## src/rtl/tmr8_pkg.sv

```systemverilog
// Shared encodings for the 8-bit waveform timer: modes, tick sources,
// channel output actions and the register address map.
package tmr8_pkg;

    typedef enum logic [1:0] {
        WM_NORMAL = 2'd0,
        WM_CTC    = 2'd1,
        WM_FAST   = 2'd2,
        WM_PHASE  = 2'd3
    } wave_mode_e;

    typedef enum logic [2:0] {
        CS_STOP     = 3'd0,
        CS_DIV1     = 3'd1,
        CS_DIV8     = 3'd2,
        CS_DIV64    = 3'd3,
        CS_DIV256   = 3'd4,
        CS_DIV1024  = 3'd5,
        CS_EXT_FALL = 3'd6,
        CS_EXT_RISE = 3'd7
    } clk_sel_e;

    typedef enum logic [1:0] {
        OM_OFF    = 2'd0,
        OM_TOGGLE = 2'd1,
        OM_CLEAR  = 2'd2,
        OM_SET    = 2'd3
    } out_mode_e;

    localparam int ADDR_W  = 3;
    localparam int N_CH    = 2;
    localparam int LOG2_D8    = 3;
    localparam int LOG2_D64   = 6;
    localparam int LOG2_D256  = 8;
    localparam int LOG2_D1024 = 10;

    localparam logic [ADDR_W-1:0] A_CTRL   = 3'd0;
    localparam logic [ADDR_W-1:0] A_OUTCFG = 3'd1;
    localparam logic [ADDR_W-1:0] A_FORCE  = 3'd2;
    localparam logic [ADDR_W-1:0] A_COUNT  = 3'd3;
    localparam logic [ADDR_W-1:0] A_CMP0   = 3'd4;
    localparam logic [ADDR_W-1:0] A_FLAGS  = 3'd6;

    function automatic logic is_pwm(wave_mode_e m);
        return (m == WM_FAST) || (m == WM_PHASE);
    endfunction

endpackage

```

## src/rtl/tmr8_tick_gen.sv

```systemverilog
// Tick source: a free-running prescaler with power-of-two taps plus a
// synchronised edge detector on the external pin.
// Assumes ext_pin is asynchronous; two flops resynchronise it.
module tmr8_tick_gen
    import tmr8_pkg::*;
#(
    parameter int PRESC_W = LOG2_D1024
) (
    input  logic     clk,
    input  logic     rst_n,
    input  clk_sel_e sel,
    input  logic     ext_pin,
    output logic     tick
);
    logic [PRESC_W-1:0] presc_q;
    logic [2:0]         ext_q;
    logic               ext_rise, ext_fall;

    // Prescaler runs continuously so every tap keeps a fixed period.
    always_ff @(posedge clk) begin
        if (!rst_n) presc_q <= '0;
        else        presc_q <= presc_q + 1'b1;
    end

    // Synchroniser (bits 0,1) and edge history (bit 2) for the external pin.
    always_ff @(posedge clk) begin
        if (!rst_n) ext_q <= '0;
        else        ext_q <= {ext_q[1:0], ext_pin};
    end

    assign ext_rise = ext_q[1] & ~ext_q[2];
    assign ext_fall = ~ext_q[1] & ext_q[2];

    // Tap selection: a tap fires when its low prescaler bits are all ones.
    always_comb begin
        unique case (sel)
            CS_STOP:     tick = 1'b0;
            CS_DIV1:     tick = 1'b1;
            CS_DIV8:     tick = &presc_q[LOG2_D8-1:0];
            CS_DIV64:    tick = &presc_q[LOG2_D64-1:0];
            CS_DIV256:   tick = &presc_q[LOG2_D256-1:0];
            CS_DIV1024:  tick = &presc_q[LOG2_D1024-1:0];
            CS_EXT_FALL: tick = ext_fall;
            CS_EXT_RISE: tick = ext_rise;
        endcase
    end
endmodule

```

## src/rtl/tmr8_counter.sv

```systemverilog
// Counter core: advances on tick according to the waveform mode, reports
// direction, the overflow event and the top-of-count buffer update event.
// Assumes top_cmp is the active (already buffered) channel A compare value.
module tmr8_counter
    import tmr8_pkg::*;
#(
    parameter int CNT_W = 8
) (
    input  logic             clk,
    input  logic             rst_n,
    input  logic             tick,
    input  wave_mode_e       mode,
    input  logic             load,
    input  logic [CNT_W-1:0] load_val,
    input  logic [CNT_W-1:0] top_cmp,
    output logic [CNT_W-1:0] cnt_q,
    output logic             count_up,
    output logic             ovf_evt,
    output logic             top_upd
);
    localparam logic [CNT_W-1:0] CNT_MAX = '1;
    localparam logic [CNT_W-1:0] CNT_ONE = CNT_W'(1);

    logic             dir_up_q, dir_d;
    logic [CNT_W-1:0] cnt_d;
    logic             advance;

    assign advance  = tick && !load;
    assign count_up = dir_up_q;

    // Next count and direction for each waveform mode.
    always_comb begin
        cnt_d = cnt_q + CNT_ONE;
        dir_d = 1'b1;
        unique case (mode)
            WM_NORMAL, WM_FAST: cnt_d = cnt_q + CNT_ONE;
            WM_CTC: cnt_d = (cnt_q == top_cmp) ? '0 : cnt_q + CNT_ONE;
            WM_PHASE: begin
                if (dir_up_q) begin
                    if (cnt_q == CNT_MAX) begin
                        dir_d = 1'b0;
                        cnt_d = CNT_MAX - CNT_ONE;
                    end
                end else if (cnt_q == '0) begin
                    cnt_d = CNT_ONE;
                end else begin
                    dir_d = 1'b0;
                    cnt_d = cnt_q - CNT_ONE;
                end
            end
        endcase
    end

    // Overflow at MAX wrap, except dual-slope where it marks BOTTOM.
    assign ovf_evt = advance && ((mode == WM_PHASE) ? (cnt_q == '0) : (cnt_q == CNT_MAX));
    // Buffered compare values load on a tick taken at the top.
    assign top_upd = advance && is_pwm(mode) && (cnt_q == CNT_MAX);

    // Count register: bus load wins over a tick.
    always_ff @(posedge clk) begin
        if (!rst_n) begin
            cnt_q    <= '0;
            dir_up_q <= 1'b1;
        end else if (load) begin
            cnt_q    <= load_val;
        end else if (tick) begin
            cnt_q    <= cnt_d;
            dir_up_q <= dir_d;
        end
    end


    normal_inc_chk: assert property (@(posedge clk) disable iff (!rst_n)
        (advance && mode == WM_NORMAL) |=> (cnt_q == $past(cnt_q) + CNT_ONE));

    ctc_restart_chk: assert property (@(posedge clk) disable iff (!rst_n)
        (advance && mode == WM_CTC && cnt_q == top_cmp) |=> (cnt_q == '0));

    phase_turn_chk: assert property (@(posedge clk) disable iff (!rst_n)
        (advance && mode == WM_PHASE && cnt_q == CNT_MAX) |=> (cnt_q == CNT_MAX - CNT_ONE));
endmodule

```

## src/rtl/tmr8_cmp_chan.sv

```systemverilog
// One output-compare channel: compare buffer, match detection and the
// output waveform for every mode. Assumes cnt/count_up come from the counter.
module tmr8_cmp_chan
    import tmr8_pkg::*;
#(
    parameter int CNT_W = 8
) (
    input  logic             clk,
    input  logic             rst_n,
    input  wave_mode_e       mode,
    input  out_mode_e        out_mode,
    input  logic             tick,
    input  logic [CNT_W-1:0] cnt,
    input  logic             count_up,
    input  logic             top_upd,
    input  logic [CNT_W-1:0] cmp_buf,
    input  logic             force_stb,
    output logic [CNT_W-1:0] cmp_act,
    output logic             match_evt,
    output logic             wave_out
);
    localparam logic [CNT_W-1:0] CNT_MAX = '1;

    logic pwm, hit, upd, lvl, out_d;

    assign pwm       = is_pwm(mode);
    assign hit       = tick && (cnt == cmp_act);
    assign match_evt = hit;

    // Active compare: direct in non-PWM modes, loaded at top in PWM modes.
    always_ff @(posedge clk) begin
        if (!rst_n)             cmp_act <= '0;
        else if (!pwm || top_upd) cmp_act <= cmp_buf;
    end

    // Output decision: upd says whether to drive, lvl the non-inverted level.
    always_comb begin
        upd = 1'b0;
        lvl = wave_out;
        unique case (mode)
            WM_FAST: begin
                if (hit) begin
                    upd = 1'b1; lvl = 1'b0;
                end else if (tick && cnt == '0) begin
                    upd = 1'b1; lvl = 1'b1;
                end
            end
            WM_PHASE: begin
                if (tick) begin
                    if (cmp_act == '0) begin
                        upd = 1'b1; lvl = 1'b0;
                    end else if (cmp_act == CNT_MAX) begin
                        upd = 1'b1; lvl = 1'b1;
                    end else if (hit) begin
                        upd = 1'b1; lvl = !count_up;
                    end
                end
            end
            default: begin
                if (hit || force_stb) begin
                    upd = 1'b1;
                    unique case (out_mode)
                        OM_TOGGLE: lvl = !wave_out;
                        OM_CLEAR:  lvl = 1'b0;
                        OM_SET:    lvl = 1'b1;
                        OM_OFF:    upd = 1'b0;
                    endcase
                end
            end
        endcase
        out_d = wave_out;
        if (pwm) begin
            if (upd && out_mode == OM_CLEAR)    out_d = lvl;
            else if (upd && out_mode == OM_SET) out_d = !lvl;
        end else if (upd) begin
            out_d = lvl;
        end
    end

    // Output register.
    always_ff @(posedge clk) begin
        if (!rst_n) wave_out <= 1'b0;
        else        wave_out <= out_d;
    end


    buf_hold_chk: assert property (@(posedge clk) disable iff (!rst_n)
        (pwm && !top_upd) |=> $stable(cmp_act));

    force_ignored_chk: assert property (@(posedge clk) disable iff (!rst_n)
        (force_stb && pwm && !tick) |=> $stable(wave_out));

    phase_low_chk: assert property (@(posedge clk) disable iff (!rst_n)
        (tick && mode == WM_PHASE && out_mode == OM_CLEAR && cmp_act == '0) |=> !wave_out);
endmodule

```

## src/rtl/tmr8_pwm_timer.sv

```systemverilog
// Top: register bus, flags and wiring of tick source, counter and channels.
// Assumes single-cycle writes and a combinational read path.
module tmr8_pwm_timer
    import tmr8_pkg::*;
#(
    parameter int CNT_W = 8
) (
    input  logic              clk,
    input  logic              rst_n,
    input  logic              ext_clk_pin,
    input  logic              bus_wr,
    input  logic [ADDR_W-1:0] bus_addr,
    input  logic [CNT_W-1:0]  bus_wdata,
    output logic [CNT_W-1:0]  bus_rdata,
    output logic [N_CH-1:0]   cmp_out,
    output logic              ovf_flag,
    output logic [N_CH-1:0]   match_flag
);
    wave_mode_e            mode_q;
    clk_sel_e              cs_q;
    logic [N_CH-1:0][1:0]  om_q;
    logic [CNT_W-1:0]      cmp_buf_q [N_CH];
    logic [CNT_W-1:0]      cmp_act_w [N_CH];
    logic [N_CH-1:0]       match_evt_w, match_q, match_clr;
    logic [CNT_W-1:0]      cnt_w;
    logic                  tick, count_up, ovf_evt, top_upd, ovf_q;
    logic                  wr_ctrl, wr_outcfg, wr_force, wr_count, wr_flags;

    assign wr_ctrl   = bus_wr && (bus_addr == A_CTRL);
    assign wr_outcfg = bus_wr && (bus_addr == A_OUTCFG);
    assign wr_force  = bus_wr && (bus_addr == A_FORCE);
    assign wr_count  = bus_wr && (bus_addr == A_COUNT);
    assign wr_flags  = bus_wr && (bus_addr == A_FLAGS);
    assign match_clr = wr_flags ? bus_wdata[N_CH:1] : '0;

    // Control and configuration registers.
    always_ff @(posedge clk) begin
        if (!rst_n) begin
            mode_q <= WM_NORMAL;
            cs_q   <= CS_STOP;
            om_q   <= '0;
            for (int i = 0; i < N_CH; i++) cmp_buf_q[i] <= '0;
        end else begin
            if (wr_ctrl) begin
                mode_q <= wave_mode_e'(bus_wdata[1:0]);
                cs_q   <= clk_sel_e'(bus_wdata[4:2]);
            end
            if (wr_outcfg) om_q <= bus_wdata[2*N_CH-1:0];
            for (int i = 0; i < N_CH; i++)
                if (bus_wr && bus_addr == ADDR_W'(int'(A_CMP0) + i))
                    cmp_buf_q[i] <= bus_wdata;
        end
    end

    // Sticky flags: an event wins over a write-one clear.
    always_ff @(posedge clk) begin
        if (!rst_n) begin
            ovf_q   <= 1'b0;
            match_q <= '0;
        end else begin
            ovf_q   <= ovf_evt | (ovf_q & ~(wr_flags & bus_wdata[0]));
            match_q <= match_evt_w | (match_q & ~match_clr);
        end
    end

    // Read multiplexer.
    always_comb begin
        bus_rdata = '0;
        unique case (bus_addr)
            A_CTRL:   bus_rdata[4:0] = {cs_q, mode_q};
            A_OUTCFG: bus_rdata[2*N_CH-1:0] = om_q;
            A_COUNT:  bus_rdata = cnt_w;
            A_FLAGS:  bus_rdata[N_CH:0] = {match_q, ovf_q};
            default:  bus_rdata = '0;
        endcase
        for (int i = 0; i < N_CH; i++)
            if (bus_addr == ADDR_W'(int'(A_CMP0) + i)) bus_rdata = cmp_buf_q[i];
    end

    tmr8_tick_gen u_tick (
        .clk     (clk),
        .rst_n   (rst_n),
        .sel     (cs_q),
        .ext_pin (ext_clk_pin),
        .tick    (tick)
    );

    tmr8_counter #(.CNT_W(CNT_W)) u_cnt (
        .clk      (clk),
        .rst_n    (rst_n),
        .tick     (tick),
        .mode     (mode_q),
        .load     (wr_count),
        .load_val (bus_wdata),
        .top_cmp  (cmp_act_w[0]),
        .cnt_q    (cnt_w),
        .count_up (count_up),
        .ovf_evt  (ovf_evt),
        .top_upd  (top_upd)
    );

    for (genvar g = 0; g < N_CH; g++) begin : g_ch
        tmr8_cmp_chan #(.CNT_W(CNT_W)) u_ch (
            .clk       (clk),
            .rst_n     (rst_n),
            .mode      (mode_q),
            .out_mode  (out_mode_e'(om_q[g])),
            .tick      (tick),
            .cnt       (cnt_w),
            .count_up  (count_up),
            .top_upd   (top_upd),
            .cmp_buf   (cmp_buf_q[g]),
            .force_stb (wr_force && bus_wdata[g]),
            .cmp_act   (cmp_act_w[g]),
            .match_evt (match_evt_w[g]),
            .wave_out  (cmp_out[g])
        );
    end

    assign ovf_flag   = ovf_q;
    assign match_flag = match_q;


    flag_set_chk: assert property (@(posedge clk) disable iff (!rst_n)
        ovf_evt |=> ovf_flag);

    flag_clr_chk: assert property (@(posedge clk) disable iff (!rst_n)
        (wr_flags && bus_wdata[0] && !ovf_evt) |=> !ovf_flag);
endmodule

```

## config.mk

```make
export PLATFORM = sky130hd
export DESIGN_NAME = tmr8_pwm_timer
export DESIGN_NICKNAME = d
export VERILOG_FILES = /design/src/rtl/tmr8_pkg.sv /design/src/rtl/tmr8_tick_gen.sv /design/src/rtl/tmr8_counter.sv /design/src/rtl/tmr8_cmp_chan.sv /design/src/rtl/tmr8_pwm_timer.sv
export SDC_FILE = /design/constraint.sdc
export NUM_CORES = 1
export LEC_CHECK = 0
export BUFFER_PORTS_ARGS = -buffer_cell sky130_fd_sc_hd__buf_2
export CORE_UTILIZATION = 51
export CTS_CLUSTER_SIZE = 16
export DETAILED_ROUTE_END_ITERATION = 8
export PLACE_DENSITY = 0.73
export SYNTH_ARGS = -nofsm -noshare
export SYNTH_HDL_FRONTEND = slang
export SYNTH_SLANG_ARGS = --single-unit
```

## constraint.sdc

```tcl
create_clock -name clk -period 4.6 [get_ports clk]
set_input_delay 0.46 -clock clk [delete_from_list [all_inputs] [get_ports clk]]
set_output_delay 0.46 -clock clk [all_outputs]
set_load 0.01 [all_outputs]
```

==> flow_summary.yaml <==
yosys:
  netlist_area_um2: 4010
  async_flop_share_pct: 0
  ys.flop_type: "dfxtp_1"
  synth_top_area_share_pct: 26.0
  synthCells: 485
  synthTopCellsByArea: "dfxtp_1, edfxtp_1, xnor2_1, nand2_1, a21oi_1"
  syn_area_per_cell_um2: 8.27
  synth_nets: 505
  yosysTopAreaCell: "dfxtp_1"
  yosysWarnings: 0
  yosysUniqueCellTypes: 72
  ys_ff_latch: 68
  synth_edf_count: 16
  yosysSeqAreaShare_pct: 37.9
timing:
  worst_slack_ps: 1710
  hold_ws_ps: 315
  fin_worst_skew_ps: 16.6
  setup_viol: 0
  setup_tns_ps: 0
  tightest_slew_ps: 938
  relSlewSlack_pct: 37.0
  rsz0062_at_grt: "no"
  fmax_mhz: 346
  fin_crit_ps: 2890
  finalHoldViolCount: 0
  min_period_over_period_pct: 62.8
  maxSlewViolCount: 0
clock_network:
  hold_buffers: 0
  htree_levels: 3
  post_cts_buffers: 0
  tritoncts: "yes"
  cts_buffers: 9
  clock-root-buffer: "clkbuf_8"
  post_cts_resized: 0
  clk_latency_ps: 360
  clk_pin_slew_ps: 70
  cts.sinks: 68
  cts_buffer_depth: 2
die:
  floorplan.rows: 31
  start_util_pct: 54.1
  die_w_um: 90.7
  coreArea_um2: 7410
  die_h_um: 90.7
  dieArea_um2: 8220
  io_pins: 28
worst_hold_path:
  holdCritPathClass: "primary input to flip-flop"
  worstHoldStart: "ext_clk_pin"
  hold_depth: 2
outcome:
  status: "complete, no violations"
placement:
  dp_hpwl_um: 7550
  pre_cts_slack_ps: 1730
  io_buffers: 27
  gp_congestion: 0.910
  dp_cells: 580
worst_setup_path:
  startpoint: "u_tick.presc_q[0]"
  slowest_stage: "nand2_1"
  cp_max_fo: 18
  end_kind: "flip-flop"
  arrival_ps: 3170
  worst-setup-path-type: "flip-flop to flip-flop"
  cpPeakStageDelay_ps: 550
  crit_required_ps: 4880
  rr_startpoint: "u_tick.presc_q[0]"
  worstPathCellList: "ha_1 > ha_1 > nand3b_1 > a21oi_1 > o21a_4 > nand3_2 > nand2_1 > nand2_1 > a21oi_1"
  reg2reg_depth: 9
  cp-start-kind: "flip-flop"
finish:
  nFillCells: 650
  finalNetCount: 512
  antennaDiodeCount: 0
  area_growth_pct: 7.43
  stdcell_count: 596
  seqCellArea_um2: 1520
  layout-drive-gt1-share_pct: 12.3
  multi_input_area_um2: 2300
grt:
  first_global_vias: 3373
  antenna_found_initial: 0
  gr-total-overflow: 0
  grt_pass1_wl_um: 17300
  grt_max_degree: 41
  track_usage_pct: 26.8
route:
  wl_um: 11000
  route.detailed.drc: 0
  viasPerCell: 6.14
  first_pass_iters: 5
  wire_per_inst_um: 18.5
  vias: 3660
  ant_nets: 0
  first_iter_violations: 296
power_and_ir_drop:
  power.leakage_nw: 1.52
  ir_drop_mv: 0.188
  power_density_nw_per_um2: 309
flow_run:
  maxCapViolations: 0
-- synth_stat cells, types with 2 or more instances --
library cell	number
xor2_1	4
or2_2	2
a22oi_1	3
buf_4	3
clkbuf_1	23
inv_1	10
xnor2_1	27
o221ai_1	2
a21oi_2	2
nor2_1	50
buf_1	3
nand4_1	10
ha_1	5
nor4_1	4
nand2_1	56
a21o_1	2
or3_1	3
nand3_1	28
a41oi_1	2
nand3b_1	5
nor3b_1	2
a21oi_1	38
a21boi_0	3
o21ai_0	24
o211ai_1	7
dfxtp_1	52
and2_1	15
o22ai_1	6
nor3_1	4
a31oi_1	8
mux2i_1	15
nor2b_1	4
and3b_1	2
a221o_1	2
edfxtp_1	16
buf_2	4
nand2b_1	4
-- final timing paths --
| path | slack [ps] | endpoint |
|---|---|---|
| setup reg to reg | 1710 | g_ch[0].u_ch.cmp_act[7] |
| hold / removal | 320 | u_tick.ext_q[0] |
| hold reg to reg | 440 | u_tick.ext_q[1] |
| setup / recovery | 1710 | g_ch[0].u_ch.cmp_act[7] |
-- cells in the final DEF (no fill, tap or decap), types with 5 or more instances in the layout --
cell type / Yosys / layout
nand2_1: 56 / 56
o211ai_1: 7 / 7
dfxtp_1: 52 / 52
a31oi_1: 8 / 8
inv_1: 10 / 10
nand3_1: 28 / 28
a21oi_1: 38 / 38
and2_1: 15 / 15
o21ai_0: 24 / 24
nand3b_1: 5 / 5
o22ai_1: 6 / 6
clkbuf_8: 0 / 9
nand4_1: 10 / 10
xnor2_1: 27 / 27
buf_2: 4 / 27
nor2_1: 50 / 50
ha_1: 5 / 5
mux2i_1: 15 / 15
edfxtp_1: 16 / 16
-- cells by family after synthesis --
group | after synthesis | synth area share, %
AND/OR/NAND/NOR | 195 | 23.7
AO/OA/AOI/OAI | 124 | 20.6
flip-flops | 68 | 37.9
buffers and inverters | 45 | 4.80
XOR/XNOR | 31 | 6.77
multiplexers | 17 | 4.59
adder cells (fa/ha/maj) | 5 | 1.56
-- report_power, final --
part | total (W) | switching (W) | internal, W
logic | 0.000198 | 0.000112 | 0.0000851
registers | 0.000693 | 0.0000509 | 0.000642
clock network | 0.000442 | 0.000250 | 0.000192
total | 0.00133 | 0.000413 | 0.000919
-- state kept, by name, indices dropped and copies added, names as in the netlist --
name and cells:
g_ch.u_ch.cmp_act 16, om_q 4, match_flag 2, ovf_flag 1, mode_q 2, u_cnt.cnt_q 8
cmp_buf_q 16, cs_q 3, u_tick.ext_q 3, g_ch.u_ch.wave_out 2, u_cnt.count_up 1, u_tick.presc_q 10
-- per-stage QoR --
stage          util (%)  total power [W]  area (um2)
4_1_cts            58.1          0.00133        4310
5_1_grt            58.1          0.00138        4310
3_5_place_dp       55.9         0.000896        4140
3_3_place_gp       55.9         0.000892        4140
2_1_floorplan         -         0.000838        4010
6_report           58.1          0.00133        4310
-- final cells by class --
class,instances,share of cell area [%]
clock buffers,9,2.88
clock inverters,7,1.02
inverters,11,0.958
multi-input cells,372,53.3
flip-flops and latches,68,35.3
well taps,99,2.88
repair buffers,30,3.66
-- per-layer routing --
layer | global-route usage (%) | up-vias | part of all wire, %
li1 | - | 1753 | -
met4 | 9.68 | 0 | 1.6
met3 | 4.80 | 16 | 6.9
met1 | 36.3 | 1726 | 45
met2 | 42.7 | 165 | 46
met5 | 0 | - | 0
-- critical path, delay by kind of cell (launching register included) --
kind,cells,cell delay (ps)
AOI/OAI and AO/OA,3,1000
and+or+nand+nor,4,1070
adders and majority gates,2,360
DFF,1,370
Power figures use the tool's default switching activity.
